$ cat src/rtl/sram_lane_pkg.sv
`timescale 1ns/1ps
package sram_lane_pkg;

  typedef enum logic [2:0] {
    ST_IDLE,
    ST_READ,
    ST_WSETUP,
    ST_WPULSE,
    ST_WREC
  } acc_state_e;

  // clock cycles covering a time in ns, never fewer than one
  function automatic int ns2cyc(input int t_ns, input int clk_ns);
    int c;
    c = (t_ns + clk_ns - 1) / clk_ns;
    return (c < 1) ? 1 : c;
  endfunction

  function automatic int max2(input int a, input int b);
    return (a > b) ? a : b;
  endfunction

endpackage

$ cat src/rtl/sram_seq_fsm.sv
`timescale 1ns/1ps
module sram_seq_fsm
  import sram_lane_pkg::*;
#(
  parameter int ADDR_W  = 20,
  parameter int DATA_W  = 16,
  parameter int LANES   = 2,
  parameter int RD_CYC  = 14,
  parameter int WP_CYC  = 12,
  parameter int REC_CYC = 1,
  parameter int CNT_W   = 4
) (
  input  logic              clk,
  input  logic              rst_n,
  input  logic              req_valid,
  input  logic              req_we,
  input  logic [LANES-1:0]  req_lanes,
  input  logic [ADDR_W-1:0] req_addr,
  input  logic [DATA_W-1:0] req_wdata,
  output logic              req_ready,
  output acc_state_e        state_q,
  output acc_state_e        state_d,
  output logic [CNT_W-1:0]  cnt_q,
  output logic [LANES-1:0]  lanes_q,
  output logic [LANES-1:0]  lanes_d,
  output logic [ADDR_W-1:0] addr_d,
  output logic [DATA_W-1:0] wdata_q,
  output logic              rd_last
);

  logic              accept;
  logic [ADDR_W-1:0] addr_q;
  logic [CNT_W-1:0]  cnt_d;

  assign req_ready = (state_q == ST_IDLE);
  assign accept    = req_valid && req_ready;
  assign rd_last   = (state_q == ST_READ) && (cnt_q == CNT_W'(RD_CYC - 1));

  always_comb begin
    state_d = state_q;
    case (state_q)
      ST_IDLE:   if (accept) state_d = req_we ? ST_WSETUP : ST_READ;
      ST_READ:   if (rd_last) state_d = ST_IDLE;
      ST_WSETUP: state_d = ST_WPULSE;
      ST_WPULSE: if (cnt_q == CNT_W'(WP_CYC - 1)) state_d = ST_WREC;
      ST_WREC:   if (cnt_q == CNT_W'(REC_CYC - 1)) state_d = ST_IDLE;
      default:   state_d = ST_IDLE;
    endcase
  end

  assign cnt_d   = (state_d != state_q) ? '0 : cnt_q + 1'b1;
  assign lanes_d = accept ? req_lanes : lanes_q;
  assign addr_d  = accept ? req_addr  : addr_q;

  always_ff @(posedge clk or negedge rst_n) begin
    if (!rst_n) begin
      state_q <= ST_IDLE;
      cnt_q   <= '0;
      lanes_q <= '0;
      addr_q  <= '0;
      wdata_q <= '0;
    end else begin
      state_q <= state_d;
      cnt_q   <= cnt_d;
      lanes_q <= lanes_d;
      addr_q  <= addr_d;
      if (accept) wdata_q <= req_wdata;
    end
  end

endmodule

$ cat src/rtl/sram_strobe_gen.sv
`timescale 1ns/1ps
module sram_strobe_gen
  import sram_lane_pkg::*;
#(
  parameter int ADDR_W      = 20,
  parameter int LANES       = 2,
  parameter bit KEEP_OE_LOW = 1'b0
) (
  input  logic              clk,
  input  logic              rst_n,
  input  acc_state_e        state_d,
  input  logic [LANES-1:0]  lanes_d,
  input  logic [ADDR_W-1:0] addr_d,
  output logic [ADDR_W-1:0] ram_a,
  output logic              ram_sel_n,
  output logic              ram_sel_p,
  output logic              ram_rd_en_n,
  output logic              ram_wr_n,
  output logic [LANES-1:0]  ram_lane_n
);

  logic sel_d, oe_d, lane_phase_d;

  assign sel_d        = (state_d != ST_IDLE);
  assign oe_d         = (state_d == ST_READ) || (KEEP_OE_LOW && sel_d);
  assign lane_phase_d = (state_d == ST_READ) || (state_d == ST_WPULSE);

  always_ff @(posedge clk or negedge rst_n) begin
    if (!rst_n) begin
      ram_a       <= '0;
      ram_sel_n   <= 1'b1;
      ram_sel_p   <= 1'b0;
      ram_rd_en_n <= 1'b1;
      ram_wr_n    <= 1'b1;
    end else begin
      ram_a       <= addr_d;
      ram_sel_n   <= !sel_d;
      ram_sel_p   <= sel_d;
      ram_rd_en_n <= !oe_d;
      ram_wr_n    <= (state_d != ST_WPULSE);
    end
  end

  for (genvar i = 0; i < LANES; i++) begin : g_lane
    always_ff @(posedge clk or negedge rst_n) begin
      if (!rst_n) ram_lane_n[i] <= 1'b1;
      else        ram_lane_n[i] <= !(lanes_d[i] && lane_phase_d);
    end
  end

endmodule

$ cat src/rtl/sram_data_path.sv
`timescale 1ns/1ps
module sram_data_path
  import sram_lane_pkg::*;
#(
  parameter int DATA_W  = 16,
  parameter int LANES   = 2,
  parameter int DRV_DLY = 1,
  parameter int CNT_W   = 4
) (
  input  logic              clk,
  input  logic              rst_n,
  input  acc_state_e        state_q,
  input  logic [CNT_W-1:0]  cnt_q,
  input  logic [LANES-1:0]  lanes_q,
  input  logic [DATA_W-1:0] wdata_q,
  input  logic              rd_last,
  input  logic [DATA_W-1:0] ram_d_in,
  output logic [DATA_W-1:0] ram_d_out,
  output logic              ram_d_drive,
  output logic              rsp_valid,
  output logic [DATA_W-1:0] rsp_rdata
);

  localparam int LANE_W = DATA_W / LANES;

  assign ram_d_out   = wdata_q;
  assign ram_d_drive = ((state_q == ST_WPULSE) && (cnt_q >= CNT_W'(DRV_DLY)))
                    || ((state_q == ST_WREC) && (cnt_q == '0));

  always_ff @(posedge clk or negedge rst_n) begin
    if (!rst_n) rsp_valid <= 1'b0;
    else        rsp_valid <= rd_last;
  end

  for (genvar i = 0; i < LANES; i++) begin : g_cap
    always_ff @(posedge clk or negedge rst_n) begin
      if (!rst_n) begin
        rsp_rdata[i*LANE_W +: LANE_W] <= '0;
      end else if (rd_last) begin
        rsp_rdata[i*LANE_W +: LANE_W] <= lanes_q[i] ? ram_d_in[i*LANE_W +: LANE_W] : '0;
      end
    end
  end

endmodule

$ cat src/rtl/sram_lane_ctrl.sv
`timescale 1ns/1ps
module sram_lane_ctrl
  import sram_lane_pkg::*;
#(
  parameter int ADDR_W      = 20,
  parameter int DATA_W      = 16,
  parameter int CLK_NS      = 4,
  parameter int T_RC        = 55,
  parameter int T_AA        = 55,
  parameter int T_OE        = 30,
  parameter int T_WC        = 55,
  parameter int T_WP        = 45,
  parameter int T_AW        = 50,
  parameter int T_DW        = 25,
  parameter int T_WHZ       = 20,
  parameter bit KEEP_OE_LOW = 1'b0
) (
  input  logic              clk,
  input  logic              rst_n,
  input  logic              req_valid,
  output logic              req_ready,
  input  logic              req_we,
  input  logic [DATA_W/8-1:0] req_lanes,
  input  logic [ADDR_W-1:0] req_addr,
  input  logic [DATA_W-1:0] req_wdata,
  output logic              rsp_valid,
  output logic [DATA_W-1:0] rsp_rdata,
  output logic [ADDR_W-1:0] ram_a,
  output logic              ram_sel_n,
  output logic              ram_sel_p,
  output logic              ram_rd_en_n,
  output logic              ram_wr_n,
  output logic [DATA_W/8-1:0] ram_lane_n,
  output logic [DATA_W-1:0] ram_d_out,
  output logic              ram_d_drive,
  input  logic [DATA_W-1:0] ram_d_in
);

  localparam int LANES   = DATA_W / 8;
  localparam int RD_CYC  = max2(max2(ns2cyc(T_RC, CLK_NS), ns2cyc(T_AA, CLK_NS)),
                                ns2cyc(T_OE, CLK_NS));
  localparam int DRV_DLY = KEEP_OE_LOW ? ns2cyc(T_WHZ, CLK_NS) : 1;
  localparam int WP_CYC  = max2(max2(ns2cyc(T_WP, CLK_NS), ns2cyc(T_AW, CLK_NS) - 1),
                                DRV_DLY + ns2cyc(T_DW, CLK_NS));
  localparam int REC_CYC = max2(1, ns2cyc(T_WC, CLK_NS) - 1 - WP_CYC);
  localparam int CNT_W   = $clog2(max2(RD_CYC, WP_CYC) + 1);

  acc_state_e        state_q, state_d;
  logic [CNT_W-1:0]  cnt_q;
  logic [LANES-1:0]  lanes_q, lanes_d;
  logic [ADDR_W-1:0] addr_d;
  logic [DATA_W-1:0] wdata_q;
  logic              rd_last;

  sram_seq_fsm #(
    .ADDR_W(ADDR_W), .DATA_W(DATA_W), .LANES(LANES),
    .RD_CYC(RD_CYC), .WP_CYC(WP_CYC), .REC_CYC(REC_CYC), .CNT_W(CNT_W)
  ) u_fsm (
    .clk(clk), .rst_n(rst_n),
    .req_valid(req_valid), .req_we(req_we), .req_lanes(req_lanes),
    .req_addr(req_addr), .req_wdata(req_wdata), .req_ready(req_ready),
    .state_q(state_q), .state_d(state_d), .cnt_q(cnt_q),
    .lanes_q(lanes_q), .lanes_d(lanes_d), .addr_d(addr_d),
    .wdata_q(wdata_q), .rd_last(rd_last)
  );

  sram_strobe_gen #(
    .ADDR_W(ADDR_W), .LANES(LANES), .KEEP_OE_LOW(KEEP_OE_LOW)
  ) u_strobe (
    .clk(clk), .rst_n(rst_n),
    .state_d(state_d), .lanes_d(lanes_d), .addr_d(addr_d),
    .ram_a(ram_a), .ram_sel_n(ram_sel_n), .ram_sel_p(ram_sel_p),
    .ram_rd_en_n(ram_rd_en_n), .ram_wr_n(ram_wr_n), .ram_lane_n(ram_lane_n)
  );

  sram_data_path #(
    .DATA_W(DATA_W), .LANES(LANES), .DRV_DLY(DRV_DLY), .CNT_W(CNT_W)
  ) u_data (
    .clk(clk), .rst_n(rst_n),
    .state_q(state_q), .cnt_q(cnt_q), .lanes_q(lanes_q), .wdata_q(wdata_q),
    .rd_last(rd_last), .ram_d_in(ram_d_in),
    .ram_d_out(ram_d_out), .ram_d_drive(ram_d_drive),
    .rsp_valid(rsp_valid), .rsp_rdata(rsp_rdata)
  );

endmodule

$ cat config.mk
export PLATFORM = sky130hd
export DESIGN_NAME = sram_lane_ctrl
export DESIGN_NICKNAME = d
export VERILOG_FILES = /design/src/rtl/sram_lane_pkg.sv /design/src/rtl/sram_seq_fsm.sv /design/src/rtl/sram_strobe_gen.sv /design/src/rtl/sram_data_path.sv /design/src/rtl/sram_lane_ctrl.sv
export SDC_FILE = /design/constraint.sdc
export NUM_CORES = 1
export LEC_CHECK = 0
export BUFFER_PORTS_ARGS = -buffer_cell sky130_fd_sc_hd__buf_2
export CORE_ASPECT_RATIO = 1.25
export CORE_MARGIN = 2
export CORE_UTILIZATION = 47
export CTS_CLUSTER_SIZE = 24
export DETAILED_ROUTE_END_ITERATION = 10
export GPL_TIMING_DRIVEN = 0
export PLACE_DENSITY_LB_ADDON = 0.05
export SLEW_MARGIN = 20
export SYNTH_ARGS = -nofsm -noshare
export SYNTH_HDL_FRONTEND = slang
export SYNTH_SLANG_ARGS = --single-unit
export TNS_END_PERCENT = 5
$ cat constraint.sdc
create_clock -name clk -period 2.2 [get_ports clk]
set_input_delay 0.11 -clock clk [delete_from_list [all_inputs] [get_ports clk]]
set_output_delay 0.11 -clock clk [all_outputs]
set_load 0.02 [all_outputs]
==> impl_summary.log, run 1 <==
[metrics] cell count after placement: 403
[metrics] vertical die dimension: 89.7 µm
[metrics] ratio of total power to cell area: 1280 mW/mm²
[metrics] highest routing layer actually used: met4
[metrics] total negative setup slack: 0 ns
[metrics] maximum buffer depth of the clock tree: 2
[metrics] largest net degree at the start of global routing: 47
[metrics] wire length of the first global-routing pass: 9.68 mm
[metrics] sum of net half-perimeters after detailed placement: 4.21 mm
[metrics] worst reg2reg setup slack: between 0.2 and 0.3 ns
[metrics] number of levels in the clock H-tree: 3
[metrics] Critical Path Slowest Stage Cell: sky130_fd_sc_hd__nor4b_4
[metrics] count of distinct cell types in the synthesized netlist: 34
[metrics] Worst Path Class, Setup: reg2reg
[metrics] Buf+Inv Stages, Crit Path: 3
[metrics] clock tree from TritonCTS: built
[metrics] starting density of the core: between 40 and 50%
[metrics] CP Launch Type: register
[metrics] most frequent cells in the layout: sky130_fd_sc_hd__buf_2 (126), sky130_fd_sc_hd__dfrtp_1 (63), sky130_fd_sc_hd__nand2_1 (40)
[metrics] HP Class: in2reg
[metrics] post-synthesis instance area: 0.00276 mm²
[metrics] family with the most delay on the worst path: buffers and inverters
[metrics] Filler cells: 481
[metrics] area enclosed by the die boundary: 0.00651 mm²
[metrics] Initial DRC Count: 69
[metrics] cell row count: 31
[metrics] routability congestion estimate from global placement: 0.768
[metrics] overall routing resource usage: 19.0%
[metrics] number of input and output port buffers inserted: around 120
[metrics] share of total power in the clock network: between 10% and 20%
[metrics] initial antenna violation count: 0
[metrics] final worst clock skew: 0.00421 ns
[metrics] arrival time of the worst setup path: about 2.1 ns
[metrics] fraction of synthesized cell area in xor and xnor cells: 0.634%
[metrics] ordered cell list for the critical path: buf_2, nor4b_4, buf_4, buf_4, mux2_2
[metrics] Combinational Power Share: 39.7%
[metrics] tightest slew margin relative to the limit: 76.3%
[metrics] Core Footprint: around 0.0057 mm²
[metrics] antenna diode instance count: 0
[metrics] cell chosen for the clock root: sky130_fd_sc_hd__clkbuf_8
[metrics] status: completed
[metrics] slew at the pin with the worst max-slew slack: ~0.35 ns
[metrics] endpoint of the worst-slack reg-to-reg timing path: u_fsm.wdata_q[15]$_DFFE_PN0P_
[metrics] Seq pwr share: 41.1%
[metrics] switching part of the total: between 30% and 40%
[metrics] setup repair after global routing missed its margin: no
[metrics] leading cell type in the layout, fill and taps excluded: sky130_fd_sc_hd__buf_2
[metrics] Total Power: 4.75 mW
[metrics] maximum single-stage delay on the critical path: 0.42 ns
[metrics] fraction of synthesized area in multiplexers: about 15%
[metrics] die span in x: 72.6 µm
[metrics] hold slack: 0.0132 ns
[metrics] post-synthesis compound-gate area fraction: 2.54%
[metrics] r2r startpoint: u_fsm.state_q[0]$_DFF_PN0_
[metrics] most used cell, CP: sky130_fd_sc_hd__buf_4
[metrics] maximum fanout encountered on the critical timing path: 10
[metrics] DRC Markers: 0
[metrics] share of the cycle needed by the critical path after routing: 86.5%
[metrics] via count of the first global-routing pass: 2187
[metrics] per-instance average area after synthesis: 12.7 µm²
[metrics] Sw Pwr: 1.74 mW
[metrics] Non-Filler Instances: 423
[metrics] Critical Path Source: u_fsm.state_q[0]$_DFF_PN0_
[metrics] net count after synthesis: 280
[metrics] share of synthesized cell area in full adder, half adder and majority cells: 1.81%
[metrics] Multi-input gate area: 967 µm²
[metrics] Clock Latency Late Sink: 0.32 ns
[metrics] data required time at the worst endpoint: around 2.4 ns
[metrics] Critical Path Sink Type: register
[metrics] internal portion of total power: 3.01 mW
[metrics] dominant combinational cell family by area after synthesis: multiplexers
[metrics] post-synthesis sequential element count: 68
[metrics] Syn Inst Count: 218
[metrics] final worst path period need: 1.90 ns
[metrics] static leakage power: 1.80 nW
[metrics] via-per-instance ratio: 4.99
[metrics] register area share after synthesis: between 60% and 70%
[metrics] area occupied by registers: between 0.0015 and 0.002 mm²
[metrics] Reg2Reg Depth: 5
[metrics] maximum achievable frequency: 0.526 GHz
[metrics] total number of cells along the worst setup path: 5
[metrics] share of post-route cells with drive strength above 1: 53.8%
[metrics] num ports: around 120
[metrics] fraction of registers with async set or reset after synthesis: 100%
[metrics] worst supply voltage drop on vdd: 0.745 mV
[metrics] DR WL/cell: 13.5 µm
[metrics] met3 wire len: 390 µm
[metrics] max-cap violation count: 0
[metrics] clock edge transition at the registers on the reported setup and hold paths: approximately 0.07 ns
[metrics] Metal-1 WL: approximately 2.3 mm
[metrics] number of CTS-inserted buffers: 9
[metrics] number of enable flip-flop cells after synthesis: 0
[metrics] Yosys Warn Count: 0
[metrics] post-synthesis share of cell area spent on and, or, nand and nor gates: ~15%
[metrics] final setup vio count: 0
[metrics] clk sinks: 68
[metrics] antenna-violating nets left: 0
[metrics] post-CTS setup repair buffer count: 0
[metrics] routed wire length: 5.70 mm
[metrics] length of routed met2 wiring: about 2.9 mm
[metrics] synth-to-layout area growth: 34.0%
[metrics] main flop type after synthesis: sky130_fd_sc_hd__dfrtp_1
[metrics] number of failing hold endpoints at the final stage: 0
[metrics] Pre-antenna DRT Iters: 4
[metrics] max-slew violation count: 0
[metrics] leftover overflow at the end of global routing: 0
[metrics] endpoint of the worst setup timing path: u_fsm.wdata_q[15]$_DFFE_PN0P_
[metrics] via count of the routed design: 2112
[metrics] fin nets: ~420
[what timing repair did]
item / 4_1_cts / 5_1_grt
hold buffers: 6 / 0
resized for setup: 0 / 0
hold endpoints to repair: 27 / 0
endpoints found under the setup margin: 0 / 0
[power by group through the flow]
stage | Clock [mW] | Sequential [mW] | Combinational (mW)
after floorplan | 0 | 2.47 | 0.747
final | 0.911 | 1.95 | 1.89
after global routing | 0.987 | 2.02 | 2.06
after global placement | 0 | 1.96 | 1.87
after detailed placement | 0 | 1.98 | 1.90
after CTS | 0.939 | 1.96 | 1.91
[through the flow]
step | util (%) | area [µm²] | setup WS (ns)
3_3_place_gp | 59.9 | 3440 | 0.251
6_report | 64.5 | 3700 | 0.298
3_5_place_dp | 60.4 | 3470 | 0.266
2_1_floorplan | - | 2760 | 0.518
5_1_grt | 64.5 | 3700 | 0.184
4_1_cts | 64.5 | 3700 | 0.251
[worst min path at each step]
stage | start | endpoint | slack [ns] | cells past startpoint
detailed placement | rst_n | u_strobe.ram_sel_p$_DFF_PN0_ | 0.03 | 1
finish | ram_d_in[14] | u_data.rsp_rdata[14]$_DFFE_PN0P_ | 0.01 | 3
CTS | ram_d_in[5] | u_data.rsp_rdata[5]$_DFFE_PN0P_ | 0.00009 | 3
floorplan | rst_n | u_data.rsp_rdata[0]$_DFFE_PN0P_ | -0.19 | 0
global route | req_addr[9] | u_strobe.ram_a[9]$_DFFE_PN0P_ | 0.002 | 2
global placement | ram_d_in[8] | u_data.rsp_rdata[8]$_DFFE_PN0P_ | 0.34 | 3
[cell type report]
| class | instances | share of cell area (%) |
|---|---|---|
| inverter | 4 | 0.439 |
| sequential | 68 | 46.1 |
| buffer | 12 | 1.93 |
| timing repair buffer | 125 | 18.4 |
| clock inverter | 2 | 0.270 |
| multi-input combinational | 134 | 26.1 |
| tap | 66 | 2.23 |
| clock buffer | 12 | 4.46 |
[cells in the mapped netlist (2+ instances only)]
cell type / number / area, µm²
sky130_fd_sc_hd__dfrtp_1: 63 / 1580
sky130_fd_sc_hd__nand2_1: 40 / 150
sky130_fd_sc_hd__mux2_2: 38 / 428
sky130_fd_sc_hd__nand3_1: 20 / 100
sky130_fd_sc_hd__buf_2: 9 / 45.0
sky130_fd_sc_hd__dfstp_2: 5 / 131
sky130_fd_sc_hd__a21oi_1: 4 / 20.0
sky130_fd_sc_hd__ha_1: 4 / 50.1
sky130_fd_sc_hd__inv_1: 3 / 11.3
sky130_fd_sc_hd__nor2_1: 3 / 11.3
sky130_fd_sc_hd__buf_4: 2 / 15.0
sky130_fd_sc_hd__nand3b_1: 2 / 15.0
sky130_fd_sc_hd__nor2b_1: 2 / 12.5
sky130_fd_sc_hd__nor3_1: 2 / 10.0
sky130_fd_sc_hd__or3_1: 2 / 12.5
[kinds of logic after synthesis]
family | Yosys count
simple gates | 80
flops | 68
mux | 38
buf+inv | 16
compound gates | 10
fa+ha+maj | 4
xor+xnor | 2
[sequential cells by signal (all words and copies together) (netlist names)]
register              count
u_data.rsp_rdata         16
u_fsm.cnt_q               4
u_fsm.wdata_q            16
u_fsm.state_q             3
u_strobe.ram_a           20
u_strobe.ram_sel_n        1
u_strobe.ram_wr_n         1
u_strobe.ram_lane_n       2
u_strobe.ram_sel_p        1
u_fsm.lanes_q             2
u_data.rsp_valid          1
u_strobe.ram_rd_en_n      1
[tightest hold or removal path, stage by stage]
cell and delay (ns):
sky130_fd_sc_hd__buf_2 0.07, sky130_fd_sc_hd__nand3_1 0.06, sky130_fd_sc_hd__nand2_1 0.06
[metal layers]
| layer | up-vias | global-route usage [%] |
|---|---|---|
| met2 | 76 | 31.2 |
| li1 | 1006 | - |
| met3 | 8 | 5.27 |
| met1 | 1022 | 22.2 |
| met4 | 0 | 10.0 |
| met5 | - | 0 |
No activity file was read; power rests on OpenSTA's default activity.
==> run 2: changes to the inputs <==
Settings changed: CORE_UTILIZATION 47 to 50, SYNTH_HIERARCHICAL from default to 1.
==> impl_summary.log, run 2 <==
[metrics] status: completed (unchanged)
[metrics] post-cts resize count: 0 (unchanged)
[metrics] share of Yosys cell area claimed by the top area cell type: 59.5% (was 57.1%)
[metrics] initial antenna violation count: 0 (unchanged)
[metrics] commonest cells in the netlist: sky130_fd_sc_hd__dfrtp_1 (83), sky130_fd_sc_hd__nand3_1 (20), sky130_fd_sc_hd__inv_1 (19), sky130_fd_sc_hd__mux2_2 (19), sky130_fd_sc_hd__mux2_4 (18) (was sky130_fd_sc_hd__dfrtp_1 (63), sky130_fd_sc_hd__nand2_1 (40), sky130_fd_sc_hd__mux2_2 (38))
[metrics] cell chosen for the clock root: sky130_fd_sc_hd__clkbuf_8 (unchanged)
[metrics] Combinational Power Share: 39.4% (was 39.7%)
[metrics] max-slew violation count: 0 (unchanged)
[metrics] sum of net half-perimeters after detailed placement: 4.74 mm (was 4.21 mm)
[metrics] slew at the pin with the worst max-slew slack: 0.618 ns (was 0.354 ns)
[metrics] routability congestion estimate from global placement: 0.832 (was 0.768)
[metrics] DRC Markers: 0 (unchanged)
[metrics] clock edge transition at the registers on the reported setup and hold paths: 0.08 ns (was 0.07 ns)
[metrics] post-synthesis instance area: 0.00349 mm² (was 0.00276 mm²)
[metrics] arrival time of the worst setup path: 2.30 ns (was 2.11 ns)
[metrics] Pre-antenna DRT Iters: 4 (unchanged)
[metrics] post-synthesis sequential element count: 88 (was 68)
[metrics] Worst Path Class, Setup: reg2reg (unchanged)
[metrics] via count of the first global-routing pass: 2414 (was 2187)
[metrics] starting density of the core: 50.9% (was 48.1%)
[metrics] cell row count: 34 (was 31)
[metrics] clock tree from TritonCTS: built (unchanged)
[metrics] maximum fanout encountered on the critical timing path: 10 (unchanged)
[metrics] internal portion of total power: 4.04 mW (was 3.01 mW)
[metrics] ratio of total power to cell area: 1260 mW/mm² (was 1280 mW/mm²)
[metrics] leftover overflow at the end of global routing: 0 (unchanged)
[metrics] leading registers by flop count: u_fsm/addr_q: 20 flops, u_strobe/ram_a: 20 flops (was u_strobe.ram_a: 20 flops, u_data.rsp_rdata: 16 flops, u_fsm.wdata_q: 16 flops)
[metrics] CTS Hold Buffers Added: 43 (was 6)
[metrics] number of input and output port buffers inserted: 118 (unchanged)
[metrics] switching part of the total: 34.0% (was 36.6%)
[metrics] overall routing resource usage: 19.1% (was 19.0%)
[metrics] top area cells in the synthesized netlist: sky130_fd_sc_hd__dfrtp_1 (60%), sky130_fd_sc_hd__mux2_4 (7.7%), sky130_fd_sc_hd__mux2_2 (6.1%) (was sky130_fd_sc_hd__dfrtp_1 (57%), sky130_fd_sc_hd__mux2_2 (15%), sky130_fd_sc_hd__nand2_1 (5.4%))
[metrics] Critical Path Sink Type: register (unchanged)
[metrics] post-CTS setup repair buffer count: 0 (unchanged)
[metrics] Core Footprint: 0.00685 mm² (was 0.00574 mm²)
[metrics] share of total power in the clock network: 18.9% (was 19.2%)
[metrics] synth-to-layout area growth: 39.2% (was 34.0%)
[metrics] setup repair after global routing missed its margin: no (unchanged)
[metrics] count leader, synth: sky130_fd_sc_hd__dfrtp_1 (unchanged)
[metrics] cell type with the highest aggregate area in the netlist: sky130_fd_sc_hd__dfrtp_1 (unchanged)
[metrics] Multi-input gate area: 0.00100 mm² (was 967 µm²)
[metrics] r2r startpoint: u_fsm/state_q[0]$_DFF_PN0_ (was u_fsm.state_q[0]$_DFF_PN0_)
[metrics] register area share after synthesis: 63.3% (was 61.8%)
[metrics] number of failing hold endpoints at the final stage: 0 (unchanged)
[metrics] area enclosed by the die boundary: 0.00767 mm² (was 0.00651 mm²)
[metrics] final setup vio count: 0 (unchanged)
[metrics] Clock Latency Late Sink: 0.35 ns (was 0.32 ns)
[metrics] maximum buffer depth of the clock tree: 2 (unchanged)
[metrics] tightest slew margin relative to the limit: 58.5% (was 76.3%)
[metrics] via-per-instance ratio: 4.73 (was 4.99)
[metrics] DR WL/cell: 13.7 µm (was 13.5 µm)
[metrics] HP Class: in2reg (unchanged)
[metrics] via count of the routed design: 2454 (was 2112)
[metrics] final worst path period need: 2.03 ns (was 1.90 ns)
[metrics] per-instance average area after synthesis: 13.9 µm² (was 12.7 µm²)
[metrics] number of enable flip-flop cells after synthesis: 0 (unchanged)
[metrics] Initial DRC Count: 60 (was 69)
[metrics] num ports: 119 (unchanged)
[metrics] maximum achievable frequency: 0.492 GHz (was 0.526 GHz)
[metrics] fin nets: 485 (was 416)
[metrics] Sw Pwr: 2.08 mW (was 1.74 mW)
[metrics] leading cell type in the layout, fill and taps excluded: sky130_fd_sc_hd__buf_2 (unchanged)
[metrics] max-cap violation count: 0 (unchanged)
[metrics] static leakage power: 2.38 nW (was 1.80 nW)
[metrics] routed wire length: 7.11 mm (was 5.70 mm)
[metrics] Hold Crit Start: ram_d_in[1] (was ram_d_in[14])
[metrics] area occupied by registers: 0.00221 mm² (was 0.00171 mm²)
[metrics] Syn Inst Count: 251 (was 218)
[metrics] largest net degree at the start of global routing: 46 (was 47)
[metrics] number of levels in the clock H-tree: 3 (unchanged)
[metrics] clk sinks: 88 (was 68)
[metrics] most frequent cells in the layout: sky130_fd_sc_hd__buf_2 (121), sky130_fd_sc_hd__dfrtp_1 (83), sky130_fd_sc_hd__dlygate4sd3_1 (43) (was sky130_fd_sc_hd__buf_2 (126), sky130_fd_sc_hd__dfrtp_1 (63), sky130_fd_sc_hd__nand2_1 (40))
[metrics] antenna-violating nets left: 0 (unchanged)
[metrics] net count after synthesis: 312 (was 280)
[metrics] main flop type after synthesis: sky130_fd_sc_hd__dfrtp_1 (unchanged)
[metrics] fraction of registers with async set or reset after synthesis: 100% (unchanged)
[metrics] Yosys Warn Count: 6 (was 0)
[metrics] share of post-route cells with drive strength above 1: 47.8% (was 53.8%)
[metrics] total negative setup slack: 0 ns (unchanged)
[metrics] vertical die dimension: 97.4 µm (was 89.7 µm)
[metrics] data required time at the worst endpoint: 2.46 ns (was 2.41 ns)
[metrics] Critical Path Source: u_fsm/state_q[0]$_DFF_PN0_ (was u_fsm.state_q[0]$_DFF_PN0_)
[metrics] worst supply voltage drop on vdd: 0.785 mV (was 0.745 mV)
[metrics] CP Launch Type: register (unchanged)
[metrics] antenna diode instance count: 0 (unchanged)
[metrics] number of CTS-inserted buffers: 9 (unchanged)
[metrics] final worst clock skew: 0.0118 ns (was 0.00421 ns)
[metrics] die span in x: 78.7 µm (was 72.6 µm)
[metrics] Total Power: 6.12 mW (was 4.75 mW)
[metrics] Seq pwr share: 41.7% (was 41.1%)
[metrics] wire length of the first global-routing pass: 11.2 mm (was 9.68 mm)
[metrics] count of distinct cell types in the synthesized netlist: 34 (unchanged)
[metrics] share of the cycle needed by the critical path after routing: 92.4% (was 86.5%)
[metrics] Filler cells: 490 (was 481)
run 2: metal layers:
layer | track usage [%] | part of all wire, %
met5 | 0 | 0
met1 | 23.2 | 43
met3 | 4.00 | 4.8
met2 | 32.3 | 50
met4 | 8.91 | 2.4
run 2: final timing paths:
path                                                          to  slack (ns)  cells past startpoint
worst max-delay path              u_strobe/ram_rd_en_n$_DFF_PN1_        0.17                      6
worst min-delay path             u_data/rsp_rdata[1]$_DFFE_PN0P_        0.02                      3
worst max register to register    u_strobe/ram_rd_en_n$_DFF_PN1_        0.17                      6
worst min register to register        u_fsm/addr_q[10]$_DFF_PN0_        0.50                      1
max in group asynchronous       u_strobe/ram_lane_n[1]$_DFF_PN1_        1.22                      3
min in group asynchronous            u_strobe/ram_a[9]$_DFF_PN0_        0.29                      2
run 2: worst max-delay path, cell delays in order (launching register included):
cell and delay [ns]:
sky130_fd_sc_hd__dfrtp_1 0.41, sky130_fd_sc_hd__buf_6 0.15, sky130_fd_sc_hd__nor4b_4 0.46, sky130_fd_sc_hd__buf_6 0.25
sky130_fd_sc_hd__nand2b_1 0.07, sky130_fd_sc_hd__nand3_1 0.22, sky130_fd_sc_hd__or3b_1 0.39
run 2: area by class of cell:
class / instances / area share [%]
Clock inverter: 5 / 1.26
Buffer: 28 / 4.28
Tap cell: 90 / 2.32
Multi-Input combinational cell: 116 / 20.6
Sequential cell: 88 / 45.5
Clock buffer: 11 / 3.12
Timing Repair Buffer: 162 / 21.5
Inverter: 19 / 1.47
run 2: through the flow:
stage / area (µm²) / cells / setup slack, ns / utilization, % / hold WS (ns)
after floorplan: 3490 / 251 / 0.432 / - / -0.186
after global placement: 4190 / 459 / 0.184 / 61.2 / 0.337
after detailed placement: 4220 / 460 / 0.176 / 61.5 / 0.141
after CTS: 4860 / 519 / 0.145 / 70.9 / 0.00302
after global routing: 4860 / 519 / 0.0295 / 70.9 / 0.00898
final: 4860 / 519 / 0.167 / 70.9 / 0.0161
run 2: cells by family after synthesis:
group / Yosys count / share of synthesized area (%)
flops: 88 / 63.3
simple gates: 52 / 9.61
buf+inv: 47 / 8.00
mux: 39 / 14.5
compound gates: 20 / 3.05
fa+ha+maj: 3 / 1.08
xor+xnor: 2 / 0.502
run 2: power groups by stage:
stage	Combinational [mW]	Sequential, mW	Clock, mW
CTS	2.43	2.56	1.18
finish	2.41	2.55	1.16
floorplan	1.35	2.88	0
global placement	2.31	2.56	0
detailed placement	2.37	2.59	0
global route	2.58	2.62	1.26
